## config.mk

```make
export PLATFORM = sky130hd
export DESIGN_NAME = flash_selfprog_ctrl
export DESIGN_NICKNAME = d
export VERILOG_FILES = /design/src/rtl/flash_selfprog_pkg.sv /design/src/rtl/flash_selfprog_window.sv /design/src/rtl/flash_selfprog_addr.sv /design/src/rtl/flash_selfprog_ctrl.sv
export SDC_FILE = /design/constraint.sdc
export NUM_CORES = 1
export LEC_CHECK = 0
export BUFFER_PORTS_ARGS = -buffer_cell sky130_fd_sc_hd__buf_2
export CAP_MARGIN = 20
export CORE_ASPECT_RATIO = 2
export CORE_MARGIN = 2
export CORE_UTILIZATION = 26
export DETAILED_ROUTE_END_ITERATION = 7
export PLACE_DENSITY = 0.49
export SETUP_SLACK_MARGIN = 0.4
export SLEW_MARGIN = 25
export SYNTH_ARGS = -nofsm -noshare
export SYNTH_HDL_FRONTEND = slang
export SYNTH_SLANG_ARGS = --single-unit
```

## constraint.sdc

```tcl
create_clock -name clk -period 1.7 [get_ports clk]
set_input_delay 0.085 -clock clk [delete_from_list [all_inputs] [get_ports clk]]
set_output_delay 0.085 -clock clk [all_outputs]
set_load 0.02 [all_outputs]
```

## src/rtl/flash_selfprog_pkg.sv

```systemverilog
package flash_selfprog_pkg;

  typedef enum logic [2:0] {
    OP_NONE,
    OP_LOAD,
    OP_ERASE,
    OP_WRITE,
    OP_LOCK,
    OP_BAD
  } op_e;

  // Classify the armed command bits [4:0]
  function automatic op_e decode_cmd(input logic [4:0] c);
    op_e r;
    if (!c[0]) begin
      r = OP_NONE;
    end else if (c[4]) begin
      r = OP_BAD;
    end else begin
      case (c[3:1])
        3'b000:  r = OP_LOAD;
        3'b001:  r = OP_ERASE;
        3'b010:  r = OP_WRITE;
        3'b100:  r = OP_LOCK;
        default: r = OP_BAD;
      endcase
    end
    return r;
  endfunction

  function automatic logic is_long_op(input op_e o);
    return (o == OP_ERASE) || (o == OP_WRITE);
  endfunction

endpackage

```

## src/rtl/flash_selfprog_window.sv

```systemverilog
module flash_selfprog_window #(
  parameter int WINDOW = 4
) (
  input  logic clk,
  input  logic rst_n,
  input  logic start,
  input  logic cancel,
  output logic armed,
  output logic expire
);
  localparam int CW = $clog2(WINDOW + 1);

  logic [CW-1:0] cnt_q;

  function automatic logic at_limit(input logic [CW-1:0] c);
    return c == CW'(WINDOW);
  endfunction

  assign expire = armed & ~start & ~cancel & at_limit(cnt_q);

  always_ff @(posedge clk or negedge rst_n) begin
    if (!rst_n) begin
      armed <= 1'b0;
      cnt_q <= '0;
    end else if (start) begin
      armed <= 1'b1;
      cnt_q <= CW'(1);
    end else if (cancel) begin
      armed <= 1'b0;
    end else if (armed) begin
      if (at_limit(cnt_q)) armed <= 1'b0;
      else                 cnt_q <= cnt_q + CW'(1);
    end
  end
endmodule

```

## src/rtl/flash_selfprog_addr.sv

```systemverilog
module flash_selfprog_addr #(
  parameter int Z_W       = 16,
  parameter int PAGE_W    = 7,
  parameter int WORD_W    = 5,
  parameter int RWW_PAGES = 96
) (
  input  logic [Z_W-1:0]    z,
  output logic [PAGE_W-1:0] page,
  output logic [WORD_W-1:0] word,
  output logic              in_rww,
  output logic              wr_addr_ok
);
  localparam int HI_W = Z_W - PAGE_W - WORD_W;

  logic hi_zero;

  function automatic logic page_in_rww(input logic [PAGE_W-1:0] pg);
    return {{(32-PAGE_W){1'b0}}, pg} < 32'(RWW_PAGES);
  endfunction

  assign word = z[WORD_W-1:0];
  assign page = z[WORD_W+PAGE_W-1:WORD_W];

  generate
    if (HI_W > 0) begin : g_hi
      assign hi_zero = (z[Z_W-1:WORD_W+PAGE_W] == '0);
    end else begin : g_nohi
      assign hi_zero = 1'b1;
    end
  endgenerate

  assign in_rww     = page_in_rww(page);
  assign wr_addr_ok = hi_zero & (word == '0);
endmodule

```

## src/rtl/flash_selfprog_ctrl.sv

```systemverilog
module flash_selfprog_ctrl
  import flash_selfprog_pkg::*;
#(
  parameter int Z_W       = 16,
  parameter int PAGE_W    = 7,
  parameter int WORD_W    = 5,
  parameter int DATA_W    = 16,
  parameter int RWW_PAGES = 96,
  parameter int WINDOW    = 4
) (
  input  logic              clk,
  input  logic              rst_n,
  input  logic              reg_wr,
  input  logic [7:0]        reg_wdata,
  output logic [7:0]        ctrl_q,
  input  logic              spm_stb,
  input  logic [Z_W-1:0]    z_addr,
  input  logic [DATA_W-1:0] wr_data,
  input  logic              ee_busy,
  input  logic              fl_done,
  output logic              fl_load_req,
  output logic              fl_erase_req,
  output logic              fl_write_req,
  output logic              fl_lock_req,
  output logic [PAGE_W-1:0] fl_page,
  output logic [WORD_W-1:0] fl_word,
  output logic [DATA_W-1:0] fl_data,
  output logic              rww_busy,
  output logic              cpu_halt,
  output logic              irq
);
  logic [4:0] cmd_q;
  logic       irq_en_q, op_busy_q, halt_q, rww_q;

  // named internal events
  logic wr_ok, wr_reen, wr_arm, armed, win_expire, stb_take, op_done, go_long;
  logic [PAGE_W-1:0] a_page;
  logic [WORD_W-1:0] a_word;
  logic a_in_rww, a_wr_ok;
  op_e  op;
  logic unused_bits;

  assign unused_bits = ^reg_wdata[6:5];

  flash_selfprog_addr #(
    .Z_W(Z_W), .PAGE_W(PAGE_W), .WORD_W(WORD_W), .RWW_PAGES(RWW_PAGES)
  ) u_addr (
    .z(z_addr), .page(a_page), .word(a_word),
    .in_rww(a_in_rww), .wr_addr_ok(a_wr_ok)
  );

  assign wr_ok   = reg_wr & ~ee_busy & ~op_busy_q;
  assign wr_reen = wr_ok & reg_wdata[4] & reg_wdata[0];
  assign wr_arm  = wr_ok & reg_wdata[0] & ~reg_wdata[4];

  flash_selfprog_window #(.WINDOW(WINDOW)) u_win (
    .clk(clk), .rst_n(rst_n),
    .start(wr_arm), .cancel(stb_take | (wr_ok & ~wr_arm)),
    .armed(armed), .expire(win_expire)
  );

  assign op       = decode_cmd(cmd_q);
  assign stb_take = spm_stb & armed & ~ee_busy & ~wr_ok;
  assign op_done  = op_busy_q & fl_done;
  assign go_long  = stb_take &
                    ((op == OP_ERASE) || ((op == OP_WRITE) && a_wr_ok));

  always_ff @(posedge clk or negedge rst_n) begin
    if (!rst_n) begin
      cmd_q        <= '0;
      irq_en_q     <= 1'b0;
      op_busy_q    <= 1'b0;
      halt_q       <= 1'b0;
      rww_q        <= 1'b0;
      fl_load_req  <= 1'b0;
      fl_erase_req <= 1'b0;
      fl_write_req <= 1'b0;
      fl_lock_req  <= 1'b0;
      fl_page      <= '0;
      fl_word      <= '0;
      fl_data      <= '0;
    end else begin
      fl_load_req  <= 1'b0;
      fl_erase_req <= 1'b0;
      fl_write_req <= 1'b0;
      fl_lock_req  <= 1'b0;
      if (wr_ok) begin
        irq_en_q <= reg_wdata[7];
        cmd_q    <= wr_arm ? reg_wdata[4:0] : 5'd0;
        if (wr_reen) rww_q <= 1'b0;
      end else if (op_done) begin
        cmd_q     <= '0;
        op_busy_q <= 1'b0;
        halt_q    <= 1'b0;
      end else if (stb_take) begin
        case (op)
          OP_LOAD: begin
            fl_load_req <= 1'b1;
            fl_word     <= a_word;
            fl_data     <= wr_data;
            cmd_q       <= '0;
          end
          OP_LOCK: begin
            fl_lock_req <= 1'b1;
            fl_data     <= wr_data;
            cmd_q       <= '0;
          end
          OP_ERASE, OP_WRITE: begin
            if (go_long) begin
              fl_erase_req <= (op == OP_ERASE);
              fl_write_req <= (op == OP_WRITE);
              fl_page      <= a_page;
              op_busy_q    <= 1'b1;
              if (a_in_rww) rww_q  <= 1'b1;
              else          halt_q <= 1'b1;
            end else begin
              cmd_q <= '0;
            end
          end
          default: cmd_q <= '0;
        endcase
      end else if (win_expire) begin
        cmd_q <= '0;
      end
    end
  end

  assign ctrl_q   = {irq_en_q, rww_q, 1'b0, cmd_q};
  assign rww_busy = rww_q;
  assign cpu_halt = halt_q;
  assign irq      = irq_en_q & ~cmd_q[0];

  // op_busy_q only ever holds a long operation
  logic unused_long;
  assign unused_long = is_long_op(op) & 1'b0;
endmodule

```

==> results_dict.tcl <==
set metrics [dict create \
    cp.required_ns 1.89 \
    clkPwrFrac_pct 33.4 \
    final_util_pct 42.6 \
    yosysTopAreaCell "dfrtp_1" \
    drv_slew 0 \
    drt-vias-per-instance 4.62 \
    grt_pass1_wl_um 8960 \
    fin_crit_ns 1.66 \
    ys_seq_area_share_pct 57.6 \
    core.rowCount 44 \
    syn_inst 147 \
    ant_nets 0 \
    cap_violations 0 \
    dp.cells 328 \
    synthArstFlopShare_pct 100 \
    cts_tree "yes" \
    via_count 1646 \
    finalWirelength_um 5630 \
    cp_data_arrival_time_ns 1.85 \
    synth.distinct_cells 42 \
    syn_area_um2 1960 \
    io-pin-count 89 \
    route.detailed.wl_per_inst_um 15.8 \
    seq_power_share_pct 42.3 \
    ys_ff_latch 45 \
    worst_slew_pin_slew_ns 0.596 \
    htree_num_levels 2 \
    avgSynthCellArea_um2 13.3 \
    first_pass_iters 4 \
    clk_root_buffer_cell "clkbuf_16" \
    power_per_cell_area_nw_per_um2 986 \
    die_h_um 127 \
    cts.sinks 45 \
    crit_path_end_kind "flop" \
    num_antenna_cells 0 \
    area_growth_pct 58.3 \
    stdcell_count 356 \
    drt_iter0_drc 55 \
    r2r_slack_ns 0.04 \
    post-route-period-util_pct 97.4 \
    grt_start_max_net_pins 33 \
    skew_ns 0.00457 \
    worstSkewPairLatency_ns 0.29 \
    synth_nets 195 \
    grt-ovfl-total 0 \
    synth_edf_count 0 \
    path_clk_slew_ns 0.06 \
    antenna_found_initial 0 \
    die-area_um2 8270 \
    p_switching_w 0.000881 \
    cts_buffers 5 \
    path_max_fanout 6 \
    drive_above_1_share_pct 69.7 \
    yosysWarnings 0 \
    maxSlewHeadroom_pct 60.0 \
    synth_top_area_share_pct 57.6 \
    place_hpwl_um 4120 \
    p_int_w 0.00217 \
    swShare_pct 28.9 \
    combPwrFrac_pct 24.3 \
    leakagePower_nw 1.61 \
    setup_viol 0 \
    synth_flop_cell "dfrtp_1" \
    clock_path_buffers 2 \
    yosys-top-cells-area "dfrtp_1 (58%), mux2_2 (16%), nand2_1 (1.7%)" \
    start_util_pct 26.9 \
    portBuffers 85 \
    drc_errors 0 \
    core_area_um2 7270 \
    hold_violations 0 \
    status "finished clean" \
    max_freq_mhz 604 \
    startpoint_type "flop" \
    min_path_type "in -> reg" \
    dieWidth_um 65.3 \
    ir_worst_vdd_uv 617 \
    critPathKind "reg -> reg" \
    grt_pass1_vias 1796 \
    rsz0062_at_grt "true" \
    nets 311 \
    place_congestion 0.744 \
    track_usage_pct 14.5 \
]
-- stage by stage --
stage               total power (W)  TNS, ns  area [µm²]  hold slack [ns]  setup slack [ns]
CTS                         0.00306        0        2980           0.0183            0.0194
floorplan                   0.00165        0        2020           -0.211            0.0223
finish                      0.00305        0        3100           0.0276            0.0448
detailed placement          0.00190  -0.0199        2600           0.0293           -0.0189
global placement            0.00188        0        2600           0.0267            0.0211
global route                0.00322   -0.394        3100           0.0182           -0.0374
-- synthesized netlist by cell type (all sizes together) (2+ instances only) --
cell type  count
o211ai         3
or4            2
mux2          29
dfrtp         45
buf            5
ha             2
o21ai          6
inv            7
nand3          2
nand4          3
nor4b          2
nand2          9
nor2           5
nor4           2
and3           2
a21oi          5
-- worst paths after layout --
check,endpoint,from,cells past startpoint
worst max-delay path,cmd_q[1],cmd_q[1],6
worst min-delay path,fl_data[7],wr_data[7],2
worst max register to register,cmd_q[1],cmd_q[1],6
worst min register to register,fl_data[7],fl_data[7],1
max in group asynchronous,fl_data[5],rst_n,3
min in group asynchronous,irq_en_q,rst_n,2
-- critical path, cell delays in order, from the launching register on --
cell      delay [ns]
dfrtp_2         0.45
xnor2_1         0.17
nor4b_4         0.28
buf_6           0.17
o211ai_4        0.13
buf_6           0.18
o211ai_1        0.17
-- layout make-up --
class | count | area (µm²)
Sequential cell | 45 | 1130
Clock buffer | 7 | 153
Multi-Input combinational cell | 91 | 960
Clock inverter | 1 | 5.00
Tap cell | 92 | 115
Fill cell | 739 | 4170
Inverter | 7 | 26.3
Timing Repair Buffer | 113 | 704
-- logic make-up (layout without fill, tap and decap cells) --
logic type	after synthesis	in the layout	synth area share, %
AOI/OAI and AO/OA	20	21	6.97
xor gates and xnor gates	1	1	0.448
adders and majority gates	2	2	1.28
buffers and inverters	12	128	3.33
DFF	45	45	57.6
muxes	29	29	17.1
other	1	1	0.192
and+or+nand+nor	37	37	13.1
-- routing by layer --
layer	vias up	share of wire (%)	GRT usage, %
met5	-	0	0
met4	0	3.1	6.99
met3	12	7.6	4.43
met2	88	57	27.1
met1	788	32	13.6
li1	758	-	-
-- state kept, by name (all words and copies together) (netlist names) --
register / count
rww_busy: 1
fl_lock_req: 1
cmd_q: 5
fl_write_req: 1
fl_data: 16
fl_word: 5
fl_page: 7
fl_erase_req: 1
cpu_halt: 1
fl_load_req: 1
u_win.armed: 1
irq_en_q: 1
u_win.cnt_q: 3
op_busy_q: 1
-- cell usage in the layout, fill, tap and decap left out, types with 2 or more instances in the layout --
master and n:
dfrtp_2 5, nor4b_4 2, buf_4 14, mux2_4 3, nor2_1 3, dfrtp_1 40, o211ai_1 2, mux2_2 26
clkbuf_16 5, nand4_1 3, nand2_1 6, nor2_4 2, o21ai_0 2, buf_6 11, o211ai_4 2, clkbuf_8 2
a21oi_2 3, o21ai_1 3, nand2_4 2, buf_2 85, nand3_2 2, or4_4 2, inv_1 7, buf_12 2
-- timing repair --
action                                 in CTS  in global routing
endpoints found under the hold margin      13                  0
pin swaps                                  11                  9
resized for setup                          23                 17
buffers inserted                           13                  5
gates cloned                                1                  0
hold buffers                                1                  0
setup endpoints to repair                  43                 45
-- power groups by stage --
stage / clock network [W] / registers, W / logic [W]
after floorplan: 0 / 0.00139 / 0.000266
after global placement: 0 / 0.00130 / 0.000587
after CTS: 0.00107 / 0.00128 / 0.000707
after detailed placement: 0 / 0.00130 / 0.000596
final: 0.00102 / 0.00129 / 0.000742
after global routing: 0.00110 / 0.00131 / 0.000808
No activity file was read; power rests on OpenSTA's default activity.
